$ cat src/rtl/dbg_halt_ctrl.sv
`timescale 1ns/1ps
module dbg_halt_ctrl #(
  parameter int NEL = 4,
  parameter int AW  = 32,
  parameter int SW  = 16
) (
  input  logic               clk,
  input  logic               rst_n,
  input  logic               cfg_we,
  input  logic [5+2*NEL-1:0] cfg_wdata,
  input  logic               dbg_req,
  input  logic               restart_req,
  input  logic               ev_retire,
  input  logic               ev_exc_entry,
  input  logic               ev_exc_ret,
  input  logic [((NEL>1)?$clog2(NEL):1)-1:0] ev_el,
  input  logic               ev_hlt,
  input  logic               ev_core_rst,
  input  logic               os_lock,
  input  logic               ev_sysreg_acc,
  input  logic               ev_acc_mmio,
  input  logic               ev_bkpt,
  input  logic               ev_wpt,
  input  logic               sec_state,
  input  logic               auth_ns,
  input  logic               auth_s,
  input  logic [SW-1:0]      cur_status,
  input  logic [AW-1:0]      next_pc,
  output logic               halted,
  output logic [3:0]         halt_reason,
  output logic               cap_strobe,
  output logic [AW-1:0]      link_addr,
  output logic [SW-1:0]      saved_stat,
  output logic               resume
);
  localparam int ELW    = (NEL > 1) ? $clog2(NEL) : 1;
  localparam int CFG_W  = 5 + 2*NEL;
  localparam int NCAUSE = 10;
  localparam int B_HDE  = 0;
  localparam int B_STEP = 1;
  localparam int B_RST  = 2;
  localparam int B_UNL  = 3;
  localparam int B_SWA  = 4;
  localparam int B_ENT  = 5;
  localparam int B_RET  = 5 + NEL;

  logic [CFG_W-1:0]  cfg_q;
  logic              lock_q;
  logic              step_armed;
  logic              auth_ok;
  logic              halt_ok;
  logic              el_ok;
  logic [NEL-1:0]    ent_en;
  logic [NEL-1:0]    ret_en;
  logic [NCAUSE-1:0] hit;
  logic [3:0]        cause;

  assign auth_ok = sec_state ? auth_s : auth_ns;
  assign halt_ok = cfg_q[B_HDE] & auth_ok;
  assign el_ok   = ({1'b0, ev_el} < (ELW+1)'(NEL));
  assign ent_en  = cfg_q[B_ENT +: NEL];
  assign ret_en  = cfg_q[B_RET +: NEL];

  assign hit = {
    ev_sysreg_acc & ~ev_acc_mmio & cfg_q[B_SWA],
    lock_q & ~os_lock & cfg_q[B_UNL],
    ev_wpt  & halt_ok,
    ev_bkpt & halt_ok,
    ev_hlt  & halt_ok,
    ev_retire & step_armed,
    ev_exc_ret   & el_ok & ret_en[ev_el],
    ev_exc_entry & el_ok & ent_en[ev_el],
    ev_core_rst & cfg_q[B_RST],
    dbg_req
  };

  always_comb begin
    cause = '0;
    for (int i = NCAUSE-1; i >= 0; i--)
      if (hit[i]) cause = 4'(i + 1);
  end

  always_ff @(posedge clk or negedge rst_n) begin
    if (!rst_n) begin
      cfg_q       <= '0;
      lock_q      <= 1'b0;
      step_armed  <= 1'b0;
      halted      <= 1'b0;
      halt_reason <= '0;
      cap_strobe  <= 1'b0;
      resume      <= 1'b0;
      link_addr   <= '0;
      saved_stat  <= '0;
    end else begin
      lock_q     <= os_lock;
      cap_strobe <= 1'b0;
      resume     <= 1'b0;
      if (cfg_we) cfg_q <= cfg_wdata;
      if (!halted) begin
        if (|hit) begin
          halted      <= 1'b1;
          halt_reason <= cause;
          cap_strobe  <= 1'b1;
          link_addr   <= next_pc;
          saved_stat  <= cur_status;
          step_armed  <= 1'b0;
        end
      end else if (restart_req) begin
        halted     <= 1'b0;
        resume     <= 1'b1;
        step_armed <= cfg_q[B_STEP];
      end
    end
  end
endmodule

$ cat config.mk
export PLATFORM = sky130hd
export DESIGN_NAME = dbg_halt_ctrl
export DESIGN_NICKNAME = d
export VERILOG_FILES = /design/src/rtl/dbg_halt_ctrl.sv
export SDC_FILE = /design/constraint.sdc
export NUM_CORES = 1
export LEC_CHECK = 0
export ABC_AREA = 1
export BUFFER_PORTS_ARGS = -buffer_cell sky130_fd_sc_hd__buf_2
export CORE_MARGIN = 3
export CORE_UTILIZATION = 50
export CTS_CLUSTER_DIAMETER = 50
export CTS_CLUSTER_SIZE = 14
export DETAILED_ROUTE_END_ITERATION = 8
export PLACE_DENSITY = 0.84
export SLEW_MARGIN = 20
export SYNTH_ARGS = -nofsm -noshare
export SYNTH_HDL_FRONTEND = slang
export SYNTH_SLANG_ARGS = --single-unit
$ cat constraint.sdc
create_clock -name clk -period 2.5 [get_ports clk]
set_input_delay 0.125 -clock clk [delete_from_list [all_inputs] [get_ports clk]]
set_output_delay 0.125 -clock clk [all_outputs]
set_load 0.005 [all_outputs]
* Word-level counts from Yosys, hierarchy flattened *
Cells that the tools add are included.

storage, ports and cells
  word-level logic and storage cells = 54
  output and inout port bits = 55
  bits in registers = 70
  bits of input ports = 81

cells by class
  reduce and logical (&&, ||, !) cells = 4
  bitwise logic cells = 15
  magnitude comparators = 1
  eq/ne operators = 1
  mux-type cells = 24

operator list
  kind                number
  $mux 4              10
  $and 1x1->1         12
  $mux 1              12
  $reduce_or 10->1    1
  $bmux 1 s2          2
  $reduce_and 2->1    2
  $lt 2x3->1 const B  1
  $not 1->1           3
  $ne 2x2->1 const B  1
  $reduce_bool 2->1   1

* Logic depth before layout (Yosys ltp) *
Gate-level depths: netlist of run 1.

  depth in word-level cells = 13
  mapped depth = 14
  mapped depth without buffers = 14

* Worst setup path before layout of run 1 *
OpenSTA, ideal clock, no wires.

  path type = register to register
  from = register cfg_q[11]
  to = register halt_reason[1]
  stages on the path, launching flop included = 12
  path slack = 1.090 ns
  arrival time = 1.294 ns
  data required time = 2.384 ns
  cells stage by stage = dfrtp_1 > o211ai_2 > nand2_1 > nand2_2 > nand2_1 > nor2_4 > nand2_2 > nand2_2 > nand2_4 > buf_6 > nand2_2 > nand2_1

on the way
  word-level cells in the longest chain between the ends = 7

RTL lines
  item                            RTL line  RTL
  start: declaration              47        logic [CFG_W-1:0] cfg_q;
  start signal: assignment        98        if (cfg_we) cfg_q <= cfg_wdata;
  $bmux 1 s2 *                    71        ev_exc_ret & el_ok & ret_en[ev_el],
  $mux 1 (not written as such) *  71
  $and 1x1->1 *                   71
  $mux 4 (4 in a row)             80        if (hit[i]) cause = 4'(i + 1);
  end signal: assignment          102       halt_reason <= cause;
  end: declaration                30        output logic [3:0] halt_reason,

Every way passes the cells marked *; elsewhere a longest branch is shown, timed or not. The select of a mux whose other input is x is not followed.
A chain may end at the register's enable or synchronous reset.

* Worst setup path after layout of run 1 *
  from = register cfg_q[0]
  to = register link_addr[11]

on the way
  word-level cells in the longest chain between the ends = 4

RTL lines
  item                                   RTL line    RTL
  $and 1x1->1 *                          59          assign halt_ok = cfg_q[B_HDE] & auth_ok;
  $and 1x1->1, on equally long branches  69, 67, 68
  $reduce_or 10->1 *                     100         if (|hit) begin
  $reduce_and 2->1 (no line) *           -
  end signal: assignment                 104         link_addr <= next_pc;
  end: declaration                       32          output logic [AW-1:0] link_addr,

Every way passes the cells marked *; elsewhere a longest branch is shown, timed or not.

==> qor.csv, run 1 <==
metric,value,unit
n_fill_cell,426,
cts_setup_buffers,0,
setup_viol,0,
netlist_top_cells_area,"dfrtp_1 56%, nand2_1 16%, nand2_2 11%",
start_util,52.17,%
critPathSlowestCell,nand2_4,
power.total,4.701,mW
tns,0,ns
reg2reg_setup_slack,0.69,ns
whs,0.008662,ns
synthesis.nets,404,
routabilityCongestion,0.7966,
drt-initial-drc-count,95,
timing.rr.start,cfg_q[0],
synth_compound_area_share,3.203,%
r2r_end,link_addr[11],
max_stage_delay,0.40,ns
period_minus_slack,1.809,ns
core-area,0.005991,sq mm
hp-class,in -> reg,
outcome,finished clean,
grt_pass1_vias,2802,
htree_levels,3,
synth_area,0.003125,sq mm
diodes,0,
cts_made_buffers,9,
yosys.area_share.simple,30.82,%
vias,2716,
worstPathCellList,"inv_1, a21oi_1, nand2_1, nand2_1, nor2_4, nand2_2, nand2_2, nand2_4, nand2_1, nand2_1",
dieHeight,85.07,microns
relSlewSlack,43.53,%
io_buffers,135,
tritoncts,done,
finalWirelength,7849,microns
tightest_slew,0.8471,ns
grtUsageTotal,22.48,%
min_from,cur_status[11],
holdPathEnd,saved_stat[11],
drc,0,
crit_arrival,2.07,ns
maxCapViolCount,0,
ir_drop,654.6,uV
synth_fa_ha_area_share,0,%
antenna_left,0,
cp_data_required_time,2.76,ns
hpwl,4953,microns
ys_seq_elements,70,
synth_top_area_share,56.04,%
antenna_found_initial,0,
crit_type,reg -> reg,
die-area,0.007236,sq mm
ys_warn_count,0,
clk_latency,0.33,ns
multi_input_area,0.001154,sq mm
drtPass1Iterations,4,
synth_xor_area_share,0,%
start_kind,register,
ys_types,21,
cts.sinks,70,
crit_family,simple AND/OR/NAND/NOR gates,
syn_inst,323,
hold_viol,0,
rsz0062_at_grt,false,
path_max_fanout,52,
clock.fmax,0.5529,GHz
layout-drive-gt1-share,43.68,%
clk_pin_slew_worst_paths,0.07,ns
wl_per_cell,13.51,microns
worst-path-buf-inv,1,
grt_max_degree,53,
clock-skew-final,0.005896,ns
avgSynthCellArea,9.676,sq um
synthMuxAreaShare,2.882,%
io_pins,136,
clock_path_buffers,2,
synth_top_family_by_area,simple AND/OR/NAND/NOR gates,
synth_top_area_cell,dfrtp_1,
finalCritPeriodShare,72.35,%
ys_seq_area_share,56.04,%
row_count,28,
crit_path_frequent_cell,nand2_1,
reg2reg_depth,10,
hold_path_depth,3,
grt_pass1_wl,12970,microns
power.density,1069,mW/mm^2
cts_root_buf,clkbuf_8,
cts_resized,0,
end_kind,register,
die_w,85.07,microns
p_leak,2.413,nW
final_common_cell,nand2_1,
final_cell_mix,"137 x nand2_1, 135 x buf_2, 70 x dfrtp_1",
grt_overflow_total,0,
fin_nets,582,
drt-vias-per-instance,4.675,
area_delta_synth_final,40.63,%
final-seq-area,0.001752,sq mm
drv_slew,0,
## metal layers
metal,vias up,GRT usage [%],part of all wire [%]
met5,-,0,0
met4,0,8.633,2.1
met3,16,5.243,6.7
met2,101,38.56,51
met1,1252,27.48,40
li1,1347,-,-
## worst min-delay path, cell delays in order
cell and delay [ns]:
buf_2 0.08, nand2_1 0.05, nand2_1 0.04
## cells by family (layout without fill, tap and decap cells)
kind of cell,Yosys count,in the layout
compound gates,16,16
buf+inv,25,208
flops,70,70
mux,8,8
simple gates,204,204
## state kept, by name (all words and copies together) (netlist names)
signal / flops
cap_strobe: 1
step_armed: 1
lock_q: 1
cfg_q: 13
link_addr: 32
resume: 1
halt_reason: 4
halted: 1
saved_stat: 16
## synthesized netlist by cell type, drive strengths merged
master / instances
o211ai: 4
a21oi: 4
o21ai: 8
buf: 11
mux2: 8
clkbuf: 2
nand3b: 1
dfrtp: 70
nor2: 5
inv: 12
nand3: 4
nand2: 194
## worst max path at each step
| stage | cells after the start | slack (ns) | start | to |
|---|---|---|---|---|
| after floorplan | 11 | 1.09 | cfg_q[11] | halt_reason[1] |
| after global placement | 10 | 0.81 | cfg_q[11] | link_addr[17] |
| after detailed placement | 10 | 0.73 | cfg_q[0] | link_addr[13] |
| after CTS | 10 | 0.70 | cfg_q[0] | link_addr[8] |
| after global routing | 10 | 0.46 | cfg_q[0] | link_addr[13] |
| final | 10 | 0.69 | cfg_q[0] | link_addr[11] |
## report_power, final
group          switching, mW  total [mW]  internal [mW]
sequential             0.323        1.93           1.61
combinational           1.02        1.78          0.761
clock                  0.400       0.987          0.587
total                   1.74        4.70           2.96
## stage by stage
step	setup slack (ns)	utilization (%)	area (sq um)	std cells
floorplan	1.090	-	3126	323
global placement	0.8080	62.43	3740	521
detailed placement	0.7273	62.43	3740	521
CTS	0.6964	73.37	4395	581
global route	0.4626	73.37	4395	581
finish	0.6914	73.37	4395	581
## area by class of cell
cell class | instances | share of cell area (%)
Clock buffer | 12 | 3.302
Inverter | 12 | 1.025
Timing Repair Buffer | 180 | 25.85
Multi-Input combinational cell | 228 | 26.25
Tap cell | 75 | 2.135
Sequential cell | 70 | 39.85
Clock inverter | 4 | 1.594
## what timing repair did
item                                   in CTS  in global routing
hold buffers                               44                  0
endpoints found under the hold margin      79                  0
setup endpoints to repair                   0                  0
No activity file was read; power rests on OpenSTA's default activity.
==> run 2, diff against run 1 <==
- ABC_AREA: 1 -> 0
- CORE_UTILIZATION: 50 -> 46
- PLACE_DENSITY: 0.84 -> 0.8
- clock period: 2.5 -> 1.85 ns (I/O delays scaled with it)
==> run 2 against run 1 <==
  * Global-route usage rose by 0.82 points
  * Register-to-register slack got worse by 1.1 ns
  * Critical endpoint is now saved_stat[3]
  * Non-clock buffer count rose by 36
  * The run now ends with setup timing left
  * Fmax fell by 21%
  * Cell count fell by 16%
  * Setup slack got worse by 1.1 ns
  * Design area rose by 7.2%
  * Highest routed layer unchanged
==> qor.csv, run 2 <==
metric,value,unit
netlist_top_cells_area,"dfrtp_1 62%, mux2_2 21%, mux2_4 4.7%",
syn_inst,185,
antenna_found_initial,0,
critPathSlowestCell,mux4_2,
ys_warn_count,0,
dieHeight,84.68,microns
die-area,0.007171,sq mm
crit_arrival,2.51,ns
end_kind,register,
finalCritPeriodShare,124.3,%
postSynth.asyncResetShare,100.0,%
crit_family,multiplexers,
synth.most_common_cell,dfrtp_1,
setup_viol,53,
fin_nets,487,
crit_type,reg -> reg,
max_stage_delay,0.49,ns
multi_input_area,0.001072,sq mm
largest_reg_flops,32,
grt_pass1_vias,2615,
path_max_fanout,6,
synth_top_area_cell,dfrtp_1,
hold_viol,0,
grt_overflow_total,0,
ir_drop,989.4,uV
hp-class,in -> reg,
clk_pin_slew_worst_paths,0.08,ns
cts.sinks,70,
core-area,0.005956,sq mm
htree_levels,3,
avgSynthCellArea,15.39,sq um
pre_cts_ws,-0.4850,ns
tightest_slew,0.6648,ns
routabilityCongestion,0.8650,
final-seq-area,0.001752,sq mm
outcome,"complete, but fails checks",
drt-initial-drc-count,69,
synth_area,0.002848,sq mm
ys.flop_type,dfrtp_1,
layout-drive-gt1-share,59.12,%
grt_max_degree,32,
relSlewSlack,55.68,%
cts_root_buf,clkbuf_8,
cts_made_buffers,9,
rsz0062_at_grt,true,
period_minus_slack,2.300,ns
worstPathCellList,"mux4_2, a221o_1, o41ai_4, and2_4, inv_6, buf_12, mux2_4",
worst-path-buf-inv,2,
cp_data_required_time,2.06,ns
drv_slew,0,
ys_seq_elements,70,
io_pins,136,
synth_top_area_share,61.51,%
violations,setup timing,
start_kind,register,
clock-skew-final,0.01126,ns
clock_path_buffers,2,
synth_edf_count,0,
vias,2392,
n_fill_cell,367,
io_buffers,135,
clock.fmax,0.4347,GHz
final_common_cell,buf_2,
grtUsageTotal,23.30,%
reg_top3,"link_addr x32, saved_stat x16, cfg_q x13",
drtPass1Iterations,6,
clk_latency,0.33,ns
antenna_left,0,
wl_per_cell,16.47,microns
synthesis.nets,266,
hpwl,5094,microns
tritoncts,done,
synth_commonest_cells,"70 x dfrtp_1, 52 x mux2_2, 9 x mux2_4",
final_cell_mix,"135 x buf_2, 70 x dfrtp_1, 62 x dlygate4sd3_1",
maxCapViolCount,0,
row_count,28,
regMostFlops,link_addr,
final_util,79.10,%
area_delta_synth_final,65.42,%
reg2reg_setup_slack,-0.45,ns
finalWirelength,8004,microns
grt_pass1_wl,12820,microns
power.density,1440,mW/mm^2
drc,0,
drt-vias-per-instance,4.922,
ys_types,33,
start_util,47.82,%
ys_seq_area_share,61.51,%
setup_ws,-0.4504,ns
diodes,0,
die_w,84.68,microns
p_leak,2.263,nW
## run 2: changes by cell type after synthesis, sizes merged, moves of 4 or more
| cell | delta |
|---|---|
| buf | -5 |
| inv | -8 |
| and2 | +4 |
| nand2 | -189 |
| mux2 | +53 |
| o211ai | -4 |
## run 2: final cells by class
type / instances / area share (%)
clock buffer: 11 / 3.214
timing repair buffer: 216 / 32.19
clock inverter: 5 / 2.231
inverter: 4 / 0.4250
sequential: 70 / 37.18
tap: 75 / 1.992
multi-input combinational: 105 / 22.76
## run 2: timing repair
action,in CTS,in global routing
buffers inserted,5,1
gates cloned,1,1
endpoints found under the setup margin,54,55
gates resized for setup,12,8
pin swaps,0,5
hold endpoints to repair,89,0
hold buffers,62,0
## run 2: stage by stage
step / instance area (sq um) / std cells / TNS, ns / hold slack, ns / power [mW]
after floorplan: 2851 / 185 / -20.71 / -0.2031 / 3.830
after global placement: 3721 / 405 / -18.82 / 0.1618 / 4.782
after detailed placement: 3721 / 405 / -22.74 / 0.1615 / 4.899
after CTS: 4674 / 487 / -21.45 / 0.0002073 / 6.727
after global routing: 4711 / 486 / -25.64 / 0.003498 / 7.169
final: 4711 / 486 / -20.98 / 0.009724 / 6.783
## run 2: power breakdown
part           switching [mW]  total, mW  internal [mW]  leakage [nW]
clock                   0.559       1.53          0.969         0.122
combinational            1.06       2.73           1.67          1.32
sequential              0.345       2.52           2.18         0.822
## run 2: logic make-up (layout without fill, tap and decap cells)
family,count (synthesis),after routing,synth area share (%)
compound gates,18,18,5.097
mux,64,64,27.37
simple gates,23,23,4.043
buf+inv,10,236,1.977
flops,70,70,61.51
## run 2: worst paths after layout
kind	from	endpoint	cells after the start
min in group asynchronous	rst_n	cfg_q[6]	2
max reg2reg	cfg_q[8]	saved_stat[3]	7
min reg2reg	cfg_q[1]	step_armed	2
min	cur_status[15]	saved_stat[15]	2
max	cfg_q[8]	saved_stat[3]	7
max in group asynchronous	rst_n	halted	3
## run 2: metal layers
metal	track usage, %	routed length [microns]	vias up
met4	8.633	119	0
met5	0	0	-
met3	4.416	407	10
met1	26.36	3036	1182
li1	-	-	1111
met2	43.27	4441	89
==> run 3, diff against run 2 <==
- CAP_MARGIN: default -> 20
- CORE_MARGIN: 3 -> 8
==> run 3 against run 2 <==
  * The flow still finishes with violations (setup timing)
  * Clock power fell by 31%
  * Sequential share of layout area is 1.8 points higher
  * First-iteration DRC count is 14% higher
  * Clock-buffer cell count unchanged
  * Critical path depth unchanged
  * Power decreased by 8.6%
  * Combinational power fell by 4%
  * Sequential power barely moved
  * Design area decreased by 4.7%
  * Setup slack got worse by 0.021 ns
  * Largest power group unchanged
  * Highest routed layer unchanged
==> qor.csv, run 3 (same netlist as run 2, synthesis figures left out) <==
metric,value,unit
outcome,"complete, but fails checks",
violations,setup timing,
rsz0062_at_grt,true,
dpl-instance-area,0.003726,sq mm
hold_path_depth,2,
drv_slew,0,
drt-vias-per-instance,5.093,
end_kind,register,
crit_type,reg -> reg,
antenna_found_initial,1,
drt-initial-drc-count,79,
io_pins,136,
clock-skew-final,0.01157,ns
wl_per_cell,18.28,microns
holdPathEnd,link_addr[21],
clock.fmax,0.4307,GHz
start_kind,register,
crit_arrival,2.52,ns
fin_nets,477,
min_from,next_pc[21],
finalWirelength,8666,microns
area_delta_synth_final,57.69,%
largest_reg_flops,32,
relSlewSlack,73.50,%
reg2reg_depth,7,
finalCritPeriodShare,125.5,%
layout-drive-gt1-share,59.55,%
hpwl,5622,microns
cts_made_buffers,9,
timing.rr.start,cfg_q[7],
final_area,0.004491,sq mm
die-area,0.008964,sq mm
core-area,0.005956,sq mm
drc,0,
hp-class,in -> reg,
dieHeight,94.68,microns
power.total,6.199,mW
regMostFlops,link_addr,
grt_pass1_vias,2758,
vias,2414,
setup_ws,-0.4719,ns
ir_drop,820.0,uV
hold_viol,0,
tritoncts,done,
cts_root_buf,clkbuf_8,
grtUsageTotal,19.64,%
row_count,28,
reg_top3,"link_addr x32, saved_stat x16, cfg_q x13",
routabilityCongestion,0.8044,
io_buffers,135,
clk_latency,0.32,ns
die_w,94.68,microns
grt_max_degree,71,
cp_data_required_time,2.05,ns
start_util,47.82,%
grt_overflow_total,0,
tightest_slew,0.3960,ns
tns,-21.98,ns
final_common_cell,buf_2,
grt_pass1_wl,13540,microns
p_leak,2.181,nW
reg2reg_setup_slack,-0.47,ns
htree_levels,3,
final_cell_mix,"135 x buf_2, 70 x dfrtp_1, 53 x dlygate4sd3_1",
antenna_left,0,
drtPass1Iterations,4,
path_max_fanout,14,
cts.sinks,70,
power.density,1380,mW/mm^2
clk_pin_slew_worst_paths,0.07,ns
r2r_end,saved_stat[9],
clock_path_buffers,2,
period_minus_slack,2.322,ns
maxCapViolCount,0,
setup_viol,54,
-- run 3: cell types whose count changed in the layout (fill, tap and decap cells not counted), sizes merged --
| cell | change |
|---|---|
| bufinv | -3 |
| clkbuf | -1 |
| clkinv | +2 |
| clkinvlp | -2 |
| diode | +1 |
| dlygate4sd3 | -9 |
-- run 3: worst max path at each step --
stage,to,start,cells past startpoint,slack [ns]
3_3_place_gp,saved_stat[6],cfg_q[8],7,-0.40
2_1_floorplan,saved_stat[1],cfg_q[8],8,-0.53
6_report,saved_stat[9],cfg_q[7],7,-0.47
3_5_place_dp,saved_stat[7],cfg_q[8],7,-0.48
4_1_cts,saved_stat[9],cfg_q[8],7,-0.48
5_1_grt,saved_stat[9],cfg_q[7],7,-0.50
-- run 3: metal layers --
layer / track usage [%] / vias up / share of wire, %
li1: - / 1086 / -
met1: 21.01 / 1183 / 36
met2: 34.70 / 121 / 53
met3: 6.032 / 24 / 9.2
met4: 9.103 / 0 / 2.5
met5: 0 / - / 0
-- run 3: critical path, stage by stage, from the launching register on --
cell,delay [ns]
dfrtp_1,0.38
mux4_2,0.47
a221o_1,0.36
o41ai_4,0.26
and2_4,0.23
inv_6,0.05
buf_12,0.15
mux2_4,0.30
-- run 3: where the power goes --
group	switching [mW]	leakage, nW	internal, mW	total, mW
Clock	0.514	0.0869	0.533	1.05
Sequential	0.337	0.822	2.18	2.52
Combinational	1.05	1.27	1.59	2.63
Total	1.90	2.18	4.30	6.20
-- run 3: timing repair --
| item | CTS | global route |
|---|---|---|
| endpoints found under the hold margin | 120 | 2 |
| buffers inserted | 2 | 1 |
| hold buffers | 51 | 2 |
| pin swaps | 2 | 1 |
| gates resized for setup | 8 | 2 |
| cloned | 1 | 0 |
| setup endpoints to repair | 54 | 55 |
-- run 3: final cells by class --
type / instances / area [sq um]
inverter: 4 / 20.02
tap: 75 / 93.84
multi-input combinational: 105 / 1062
antenna: 1 / 2.502
fill: 385 / 1465
sequential: 70 / 1752
clock buffer: 11 / 151.4
clock inverter: 2 / 10.01
timing repair buffer: 206 / 1399
-- run 3: through the flow --
stage / hold slack, ns / std cells / setup slack [ns] / utilization [%]
finish: 0.01508 / 474 / -0.4719 / 75.40
detailed placement: 0.1462 / 404 / -0.4824 / 62.56
global placement: 0.1443 / 404 / -0.3984 / 62.56
floorplan: -0.2031 / 185 / -0.5332 / -
CTS: 0.0001602 / 470 / -0.4769 / 74.71
global route: 0.001387 / 474 / -0.5018 / 75.40
